===== src/rtl/rst_hub_pkg.sv =====
package rst_hub_pkg;
   localparam int SRC_N   = 6;
   localparam int IDX_PWR = 0;
   localparam int IDX_BRN = 1;
   localparam int IDX_PIN = 2;
   localparam int IDX_WDG = 3;
   localparam int IDX_SW  = 4;
   localparam int IDX_BRK = 5;

   typedef logic [SRC_N-1:0] src_vec_t;

   localparam src_vec_t POR_PRESET = src_vec_t'((1 << IDX_PWR) | (1 << IDX_BRN));
endpackage


===== src/rtl/rst_hub_sync.sv =====
module rst_hub_sync #(
   parameter int   STAGES  = 2,
   parameter logic RST_VAL = 1'b1
) (
   input  logic clk,
   input  logic arst,
   input  logic d,
   output logic q
);
   logic [STAGES-1:0] chain;

   generate
      if (STAGES < 1) begin : g_bad_stages
         $error("rst_hub_sync: STAGES must be at least 1");
      end
      if (STAGES == 1) begin : g_single
         always_ff @(posedge clk or posedge arst) begin
            if (arst) chain <= RST_VAL;
            else      chain <= d;
         end
      end else begin : g_chain
         always_ff @(posedge clk or posedge arst) begin
            if (arst) chain <= {STAGES{RST_VAL}};
            else      chain <= {chain[STAGES-2:0], d};
         end
      end
   endgenerate

   assign q = chain[STAGES-1];
endmodule


===== src/rtl/rst_hub_stretch.sv =====
module rst_hub_stretch #(
   parameter int HOLD = 4
) (
   input  logic clk,
   input  logic por,
   input  logic load,
   output logic rst_out
);
   localparam int CW = $clog2(HOLD + 1);

   logic [CW-1:0] cnt;

   generate
      if (HOLD < 2) begin : g_bad_hold
         $error("rst_hub_stretch: HOLD must be at least 2");
      end
   endgenerate

   // the counter is reloaded for as long as any request is present
   always_ff @(posedge clk or posedge load) begin
      if (load)              cnt <= CW'(HOLD);
      else if (cnt != '0)    cnt <= cnt - CW'(1);
   end

   assign rst_out = load | (cnt != '0);

   // the cycle after the requests drop, the reset is still held
   p_hold_after_drop_r4: assert property (@(posedge clk) disable iff (por)
      $fell(load) |-> rst_out);

   // once released, reset comes back only with a new request
   p_no_spurious_r4: assert property (@(posedge clk) disable iff (por)
      !rst_out |=> (!rst_out || load));
endmodule


===== src/rtl/rst_hub_flags.sv =====
module rst_hub_flags import rst_hub_pkg::*; #(
   parameter int N = SRC_N
) (
   input  logic         clk,
   input  logic         por,
   input  logic         wr_en,
   input  logic [N-1:0] wdata,
   input  logic [N-1:0] set_vec,
   output logic [N-1:0] flags
);
   localparam logic [N-1:0] PRESET = N'(POR_PRESET);

   generate
      if (N != SRC_N) begin : g_bad_width
         $error("rst_hub_flags: N must equal the number of sources");
      end
   endgenerate

   logic [N-1:0] kept;

   assign kept = wr_en ? (flags & wdata) : flags;

   always_ff @(posedge clk or posedge por) begin
      if (por) flags <= PRESET;
      else     flags <= kept | set_vec;
   end

   // a bit being set on this edge is set afterwards, write or not
   p_set_wins_r9: assert property (@(posedge clk) disable iff (por)
      (|set_vec) |=> ((flags & $past(set_vec)) == $past(set_vec)));

   // a write with no event clears exactly the zero positions
   p_clear_r8: assert property (@(posedge clk) disable iff (por)
      (wr_en && !(|set_vec)) |=> (flags == ($past(flags) & $past(wdata))));

   // without a write, no bit is ever lost
   p_accum_r7: assert property (@(posedge clk) disable iff (por)
      !wr_en |=> (($past(flags) & ~flags) == '0));
endmodule


===== src/rtl/rst_hub_boot.sv =====
module rst_hub_boot #(
   parameter int VEC_W  = 8,
   parameter int ADDR_W = 16
) (
   input  logic              clk,
   input  logic              por,
   input  logic              brk_hit,
   input  logic              any_hit,
   input  logic              boot_stat,
   input  logic [VEC_W-1:0]  boot_vec,
   output logic [ADDR_W-1:0] start_addr
);
   localparam int LOW_W = ADDR_W - VEC_W;

   logic last_brk;
   logic use_vec;

   generate
      if (LOW_W < 1) begin : g_bad_addr
         $error("rst_hub_boot: ADDR_W must exceed VEC_W");
      end
   endgenerate

   always_ff @(posedge clk or posedge por) begin
      if (por)          last_brk <= 1'b0;
      else if (brk_hit) last_brk <= 1'b1;
      else if (any_hit) last_brk <= 1'b0;
   end

   assign use_vec    = boot_stat | last_brk;
   assign start_addr = use_vec ? {boot_vec, {LOW_W{1'b0}}} : '0;

   // a break reset selects the vector page on the following cycle
   p_brk_vec_r12: assert property (@(posedge clk) disable iff (por)
      brk_hit |=> (start_addr[ADDR_W-1 -: VEC_W] == boot_vec));
endmodule


===== src/rtl/rst_hub.sv =====
module rst_hub import rst_hub_pkg::*; #(
   parameter int SYNC_STAGES = 2,
   parameter int HOLD_CYCLES = 4,
   parameter int VEC_W       = 8,
   parameter int ADDR_W      = 16
) (
   input  logic              clk,
   input  logic              pwr_on,
   input  logic              pin_raw,
   input  logic              brown_evt,
   input  logic              wdg_evt,
   input  logic              brk_evt,
   input  logic              sw_rst_wr,
   input  logic              pin_en_cfg,
   input  logic              wdg_en_cfg,
   input  logic              brk_en_cfg,
   input  logic              brn_off_cfg,
   input  logic              reg_wr,
   input  logic [SRC_N-1:0]  reg_wdata,
   output logic [SRC_N-1:0]  reg_rdata,
   input  logic              boot_stat,
   input  logic [VEC_W-1:0]  boot_vec,
   output logic              chip_rst,
   output logic              pin_gpio,
   output logic [ADDR_W-1:0] start_addr
);
   logic       pin_sync;
   logic       por_phase;
   logic       pin_active;
   logic       req_pin, req_brn, req_wdg, req_brk, req_sw;
   logic       req_load;
   logic       req_other;
   src_vec_t   set_vec;

   rst_hub_sync #(.STAGES(SYNC_STAGES), .RST_VAL(1'b1)) u_pin_sync (
      .clk  (clk),
      .arst (pwr_on),
      .d    (pin_raw),
      .q    (pin_sync)
   );

   // power-on phase: from pwr_on until the first edge with reset released
   always_ff @(posedge clk or posedge pwr_on) begin
      if (pwr_on)         por_phase <= 1'b1;
      else if (!chip_rst) por_phase <= 1'b0;
   end

   assign pin_active = por_phase | pin_en_cfg;
   assign req_pin    = pin_active & ~pin_sync;
   assign req_brn    = brown_evt & ~brn_off_cfg;
   assign req_wdg    = wdg_evt & wdg_en_cfg;
   assign req_brk    = brk_evt & brk_en_cfg;
   assign req_sw     = sw_rst_wr;
   assign req_other  = req_pin | req_brn | req_wdg | req_brk | req_sw;
   assign req_load   = pwr_on | req_other;

   always_comb begin
      set_vec          = '0;
      set_vec[IDX_BRN] = req_brn;
      set_vec[IDX_PIN] = req_pin & ~por_phase;
      set_vec[IDX_WDG] = req_wdg;
      set_vec[IDX_SW]  = req_sw;
      set_vec[IDX_BRK] = req_brk;
   end

   rst_hub_stretch #(.HOLD(HOLD_CYCLES)) u_stretch (
      .clk     (clk),
      .por     (pwr_on),
      .load    (req_load),
      .rst_out (chip_rst)
   );

   rst_hub_flags #(.N(SRC_N)) u_flags (
      .clk     (clk),
      .por     (pwr_on),
      .wr_en   (reg_wr),
      .wdata   (reg_wdata),
      .set_vec (set_vec),
      .flags   (reg_rdata)
   );

   rst_hub_boot #(.VEC_W(VEC_W), .ADDR_W(ADDR_W)) u_boot (
      .clk        (clk),
      .por        (pwr_on),
      .brk_hit    (req_brk),
      .any_hit    (req_other),
      .boot_stat  (boot_stat),
      .boot_vec   (boot_vec),
      .start_addr (start_addr)
   );

   assign pin_gpio = pin_active ? 1'b1 : pin_sync;

   // a disabled pin outside power-on never produces a cause bit
   p_pin_quiet_r2: assert property (@(posedge clk) disable iff (pwr_on)
      (!pin_en_cfg && !por_phase && !reg_wr) |=> ($past(reg_rdata[IDX_PIN]) == reg_rdata[IDX_PIN]));

   // while in the power-on phase a low pin keeps the chip in reset
   p_por_pin_r3: assert property (@(posedge clk) disable iff (pwr_on)
      (por_phase && !pin_sync) |-> chip_rst);
endmodule


===== config.mk =====
export PLATFORM = sky130hd
export DESIGN_NAME = rst_hub
export DESIGN_NICKNAME = d
export VERILOG_FILES = /design/src/rtl/rst_hub_pkg.sv /design/src/rtl/rst_hub_sync.sv /design/src/rtl/rst_hub_stretch.sv /design/src/rtl/rst_hub_flags.sv /design/src/rtl/rst_hub_boot.sv /design/src/rtl/rst_hub.sv
export SDC_FILE = /design/constraint.sdc
export NUM_CORES = 1
export LEC_CHECK = 0
export CORE_MARGIN = 5
export CORE_UTILIZATION = 37
export CTS_CLUSTER_DIAMETER = 60
export DETAILED_ROUTE_END_ITERATION = 16
export MAX_ROUTING_LAYER = met4
export PLACE_DENSITY = 0.84
export SYNTH_ARGS = -nofsm -noshare
export SYNTH_HDL_FRONTEND = slang
export SYNTH_HIERARCHICAL = 1
export SYNTH_SLANG_ARGS = --single-unit
export TNS_END_PERCENT = 10

===== constraint.sdc =====
create_clock -name clk -period 2.7 [get_ports clk]
set_input_delay 0.54 -clock clk [delete_from_list [all_inputs] [get_ports clk]]
set_output_delay 0.54 -clock clk [all_outputs]
set_load 0.02 [all_outputs]

Word-level counts from Yosys, hierarchy flattened
Index checks and enable logic that the tools add are counted.

operators by class
  reduce and logical (&&, ||, !) cells = 2
  mux-type cells = 5
  bitwise gates (word level) = 18
  $add $sub $neg = 1

operators with widths
  cell                                                                count
  16-bit two-way mux                                                  1
  1-bit OR                                                            8
  6-bit bitwise AND                                                   1
  6-bit two-way mux                                                   1
  6-bit OR                                                            1
  1-bit bitwise AND                                                   5
  1-bit two-way mux                                                   3
  1-bit NOT                                                           3
  3-bit nonzero test                                                  1
  3-bit by 1-bit subtractor with 3-bit output, second input constant  1
  2-bit nonzero test                                                  1

word-level totals
  bits in registers = 13
  logic and storage cells = 31
  output and inout bits = 24
  bits of input ports = 27

Logic depth before layout (Yosys ltp)
  word-level depth = 8
  gate-level depth with buffers = 5
  gate-level depth less buffers = 5

Modules after synthesis
Netlist, hierarchy kept.

by module, submodules not included
  module           times used  sequential area each (µm²)  area an instance (µm²)  cells an instance
  rst_hub_flags    1           152.6                       239.0                   19
  rst_hub_boot     1           25.0                        165.2                   22
  rst_hub_stretch  1           76.3                        163.9                   14
  rst_hub          1           26.3                        111.4                   15
  rst_hub_sync     1           52.6                        56.3                    3

Worst setup path after synthesis
OpenSTA, ideal clock, no wires.

  path kind = input to output
  from = in brk_evt
  to = out chip_rst
  path buffers = 0
  arrival = 1114 ps
  required time = 2160 ps
  stages = 4
  setup slack = 1046 ps
  cell sequence = a22oi_1 -> nand4_1 -> inv_1 -> nand2_1

between the ends
  word-level cells in the longest chain between the ends = 5

RTL lines
  item                   RTL line               source
  from (decl)            rst_hub.sv:12          input logic brk_evt,
  1-bit bitwise AND      rst_hub.sv:52          assign req_brk = brk_evt & brk_en_cfg;
  1-bit OR (2 in a row)  rst_hub.sv:54          assign req_other = req_pin | req_brn | req_wdg | req_brk | req_sw;
  1-bit OR               rst_hub.sv:55          assign req_load = pwr_on | req_other;
  named net req_load     rst_hub.sv:31          logic req_load;
  1-bit OR               rst_hub_stretch.sv:25  assign rst_out = load | (cnt != '0);
  to (decl)              rst_hub.sv:23          output logic chip_rst,

The timed path passes the listed nets, and every way through them passes these cells.

Worst setup path in the final report
  from = in boot_stat
  to = out start_addr[11]

between the ends
  word-level cells in the longest chain between the ends = 2

RTL lines
  item                RTL line            source
  from (decl)         rst_hub.sv:21       input logic boot_stat,
  1-bit OR            rst_hub_boot.sv:30  assign use_vec = boot_stat | last_brk;
  16-bit two-way mux  rst_hub_boot.sv:31  assign start_addr = use_vec ? {boot_vec, {LOW_W{1'b0}}} : '0;
  to (decl)           rst_hub.sv:25       output logic [ADDR_W-1:0] start_addr

Every way passes these cells.

==> summary.md <==
| Metric | Value |
|---|---|
| Layout cell share with drive strength beyond 1 | `a little under an eighth` |
| Register bit total from synthesis | `13` |
| Site row count | `16` |
| Die Area | `about 3000 um^2` |
| Post-layout util | `around 62%` |
| Drt total wl | `between 1500 and 2000 um` |
| Max Clk Rate | `410.2 MHz` |
| Total grt overflow | `0` |
| Final #Nets | `between 100 and 150` |
| CTS clk-pin slew, worst paths | `about 70 ps` |
| CP Buf/Inv Count | `2` |
| Dpl cells | `between 100 and 150` |
| CTS H-tree lvls | `1` |
| Top cell by count, worst path | `clkdlybuf4s50_1` |
| Final worst-path setup slack | `262.1 ps` |
| ANT nets after route | `0` |
| Multi-input gate area | `335.3 um^2` |
| Critical Path Slowest Stage Cell | `clkdlybuf4s50_1` |
| Worst Skew | `4.436 ps` |
| Setup Viol. Count Final | `0` |
| Max Slew Vio Count | `0` |
| Mapped Area | `735.7 um^2` |
| Non-filler instance count after layout | `approximately 150` |
| Initial antenna violation count | `0` |
| First-pass DRT Iterations | `4` |
| Post-route cell area | `1192 um^2` |
| Seq. cell area | `between 300 and 400 um^2` |
| Crit end category | `output pin` |
| Synthesized instance count | `73` |
| Cts bufs inserted | `3` |
| Crit path time final | `2438 ps` |
| # diodes | `0` |
| Clock Tree Root | `clkbuf_4` |
| Placed Instance Area | `about 1200 um^2` |
| Clk sinks | `13` |
| PwrDens | `about 400 nW/um^2` |
| Number of global-route vias before repair | `roughly 630` |
| Dpl ws | `between 80 and 90 ps` |
| Clock Latency Late Sink | `~270 ps` |
| CP max stage delay | `630 ps` |
| Via-to-Cell Ratio | `4.404` |
| Num ports | `about 50` |
| Sum Neg Setup Slack | `0 ps` |
| Required time worst endpoint | `approximately 2200 ps` |
| Fillers | `between 150 and 200` |
| CP Class | `in -> out` |
| Die W | `approximately 55 um` |
| Global-route wire length before repair | `~2800 um` |
| Largest net degree at the start of global routing | `9` |
| Max IR drop VDD | `0.3316 mV` |
| Final hold vios | `0` |
| DP HPWL | `approximately 1700 um` |
| Die span in y | `54.59 um` |
| Post-synth cell types | `24` |
| Synth warn | `6` |
| DR vias | `between 600 and 700` |
| Synth Area per Inst | `between 10 and 15 um^2` |
| All-layer global routing usage | `between 10% and 20%` |
| CTS tree | `done` |
| Gpl congestion | `approximately 0.73` |
| Core area | `between 1500 and 2000 um^2` |
| Register area share after synthesis | `between 40% and 50%` |
| Total of max-cap violations | `0` |
| Status | `finished, final reports clean` |
| Starting Density | `about two fifths` |
| Delay-heaviest family, CP | `buffers and inverters` |
| Setup bufs post-CTS | `0` |
| Crit path arrival time | `between 1500 and 2000 ps` |
| Avg WL per Cell | `around 13 um` |
| Maximum fanout along the worst path | `8` |
| DRC viols | `0` |
| Layout area overhead | `62.07%` |
| Leak | `approximately 0.57 nW` |
| Worst min-delay path class | `reg -> reg` |
| First DRT Iteration DRCs | `9` |
| RSZ-0062 raised after global routing | `no` |
| Tcrit/Tclk final | `90.29%` |
| CP Launch Type | `primary input` |
| Max Root-Sink Buffers | `2` |
| Worst path cell trace | `clkdlybuf4s50_1, nor2_4, nor2b_1, clkdlybuf4s50_1` |
| Port Buffers | `between 40 and 50` |
power by group:
group          leakage [nW]  switching [mW]  total (mW)  internal [mW]
Clock                0.0150          0.0610       0.118         0.0572
Combinational         0.403          0.0660       0.147         0.0806
Sequential            0.147         0.00644       0.216          0.209
final cells by class:
| class | count | share of cell area (%) |
|---|---|---|
| timing repair buffer | 43 | 36.10 |
| multi-input combinational | 50 | 28.12 |
| sequential | 13 | 27.91 |
| inverter | 9 | 2.833 |
| tap | 27 | 2.833 |
| clock buffer | 4 | 2.204 |
per-layer routing:
| metal | routed length [um] | part of all wire [%] | vias up | track usage [%] |
|---|---|---|---|---|
| met5 | 0 | 0 | - | - |
| met4 | 15 | 0.81 | 0 | 4.979 |
| met3 | 290 | 16 | 2 | 4.905 |
| met2 | 925 | 50 | 41 | 24.80 |
| met1 | 618 | 33 | 297 | 13.22 |
| li1 | - | - | 303 | - |
worst register-to-register path: stages, from the launching register on:
cell	delay (ps)
dfstp_2	540
o21bai_1	130
nand4_1	110
inv_1	90
nand2_1	60
and2_2	190
cell usage after synthesis:
library cell,number,area share [%]
a21o_1,7,7.1
a22oi_1,1,1.0
and2_1,2,1.7
and2_2,1,1.0
buf_4,8,8.2
conb_1,2,1.0
dfrtp_1,7,24
dfstp_2,6,21
ha_1,2,3.4
inv_1,9,4.6
mux2_2,1,1.5
mux2i_1,1,1.4
nand2_1,1,0.51
nand2b_1,7,6.0
nand4_1,1,0.85
nand4b_1,1,1.2
nor2_1,2,1.0
nor2_4,1,1.5
nor2b_1,8,6.8
nor2b_4,1,1.9
nor3b_1,1,1.0
o21bai_1,1,1.0
or3_1,1,0.85
xnor2_1,1,1.2
stage by stage:
stage	power (mW)	hold slack, ps
floorplan	0.2909	268.7
global placement	0.3642	347.2
detailed placement	0.3676	348.8
CTS	0.4879	359.5
global route	0.5062	365.8
finish	0.4806	358.7
path summary, 6_finish.rpt:
path | start | end | slack, ps | cells past startpoint
worst max-delay path | boot_stat | start_addr[11] | 260 | 4
worst min-delay path | u_pin_sync/chain[0] | u_pin_sync/chain[1] | 360 | 0
worst max register to register | u_pin_sync/chain[1] | por_phase | 1510 | 5
worst min register to register | u_pin_sync/chain[0] | u_pin_sync/chain[1] | 360 | 0
max in group asynchronous | brk_evt | u_stretch/cnt[2] | 1530 | 5
min in group asynchronous | pwr_on | u_boot/last_brk | 530 | 2
cells in the final DEF (no fill, tap or decap), types with 2 or more instances in the layout:
| master | n |
|---|---|
| nand2b_1 | 7 |
| nor2b_1 | 8 |
| clkdlybuf4s50_1 | 41 |
| nor2_1 | 2 |
| dfstp_2 | 6 |
| conb_1 | 9 |
| ha_1 | 2 |
| inv_1 | 9 |
| dfrtp_1 | 7 |
| and2_1 | 2 |
| clkbuf_4 | 3 |
| a21o_1 | 7 |
state kept, by name, summed over array words and instances, names as in the netlist:
signal	count
por_phase	1
u_boot/last_brk	1
u_flags/flags	6
u_pin_sync/chain	2
u_stretch/cnt	3
cells by family after synthesis:
logic type / share of synthesized area [%]
fa+ha+maj: 3.401
flops: 45.24
buf+inv: 12.76
compound gates: 9.184
other cells: 1.021
xor+xnor: 1.191
simple gates: 24.32
mux: 2.891
what timing repair did:
| action | 4_1_cts | 5_1_grt |
|---|---|---|
| resized for setup | 0 | 1 |
| hold buffers | 0 | 0 |
| setup endpoints to repair | 0 | 1 |
(Power assumes the default switching activity.)
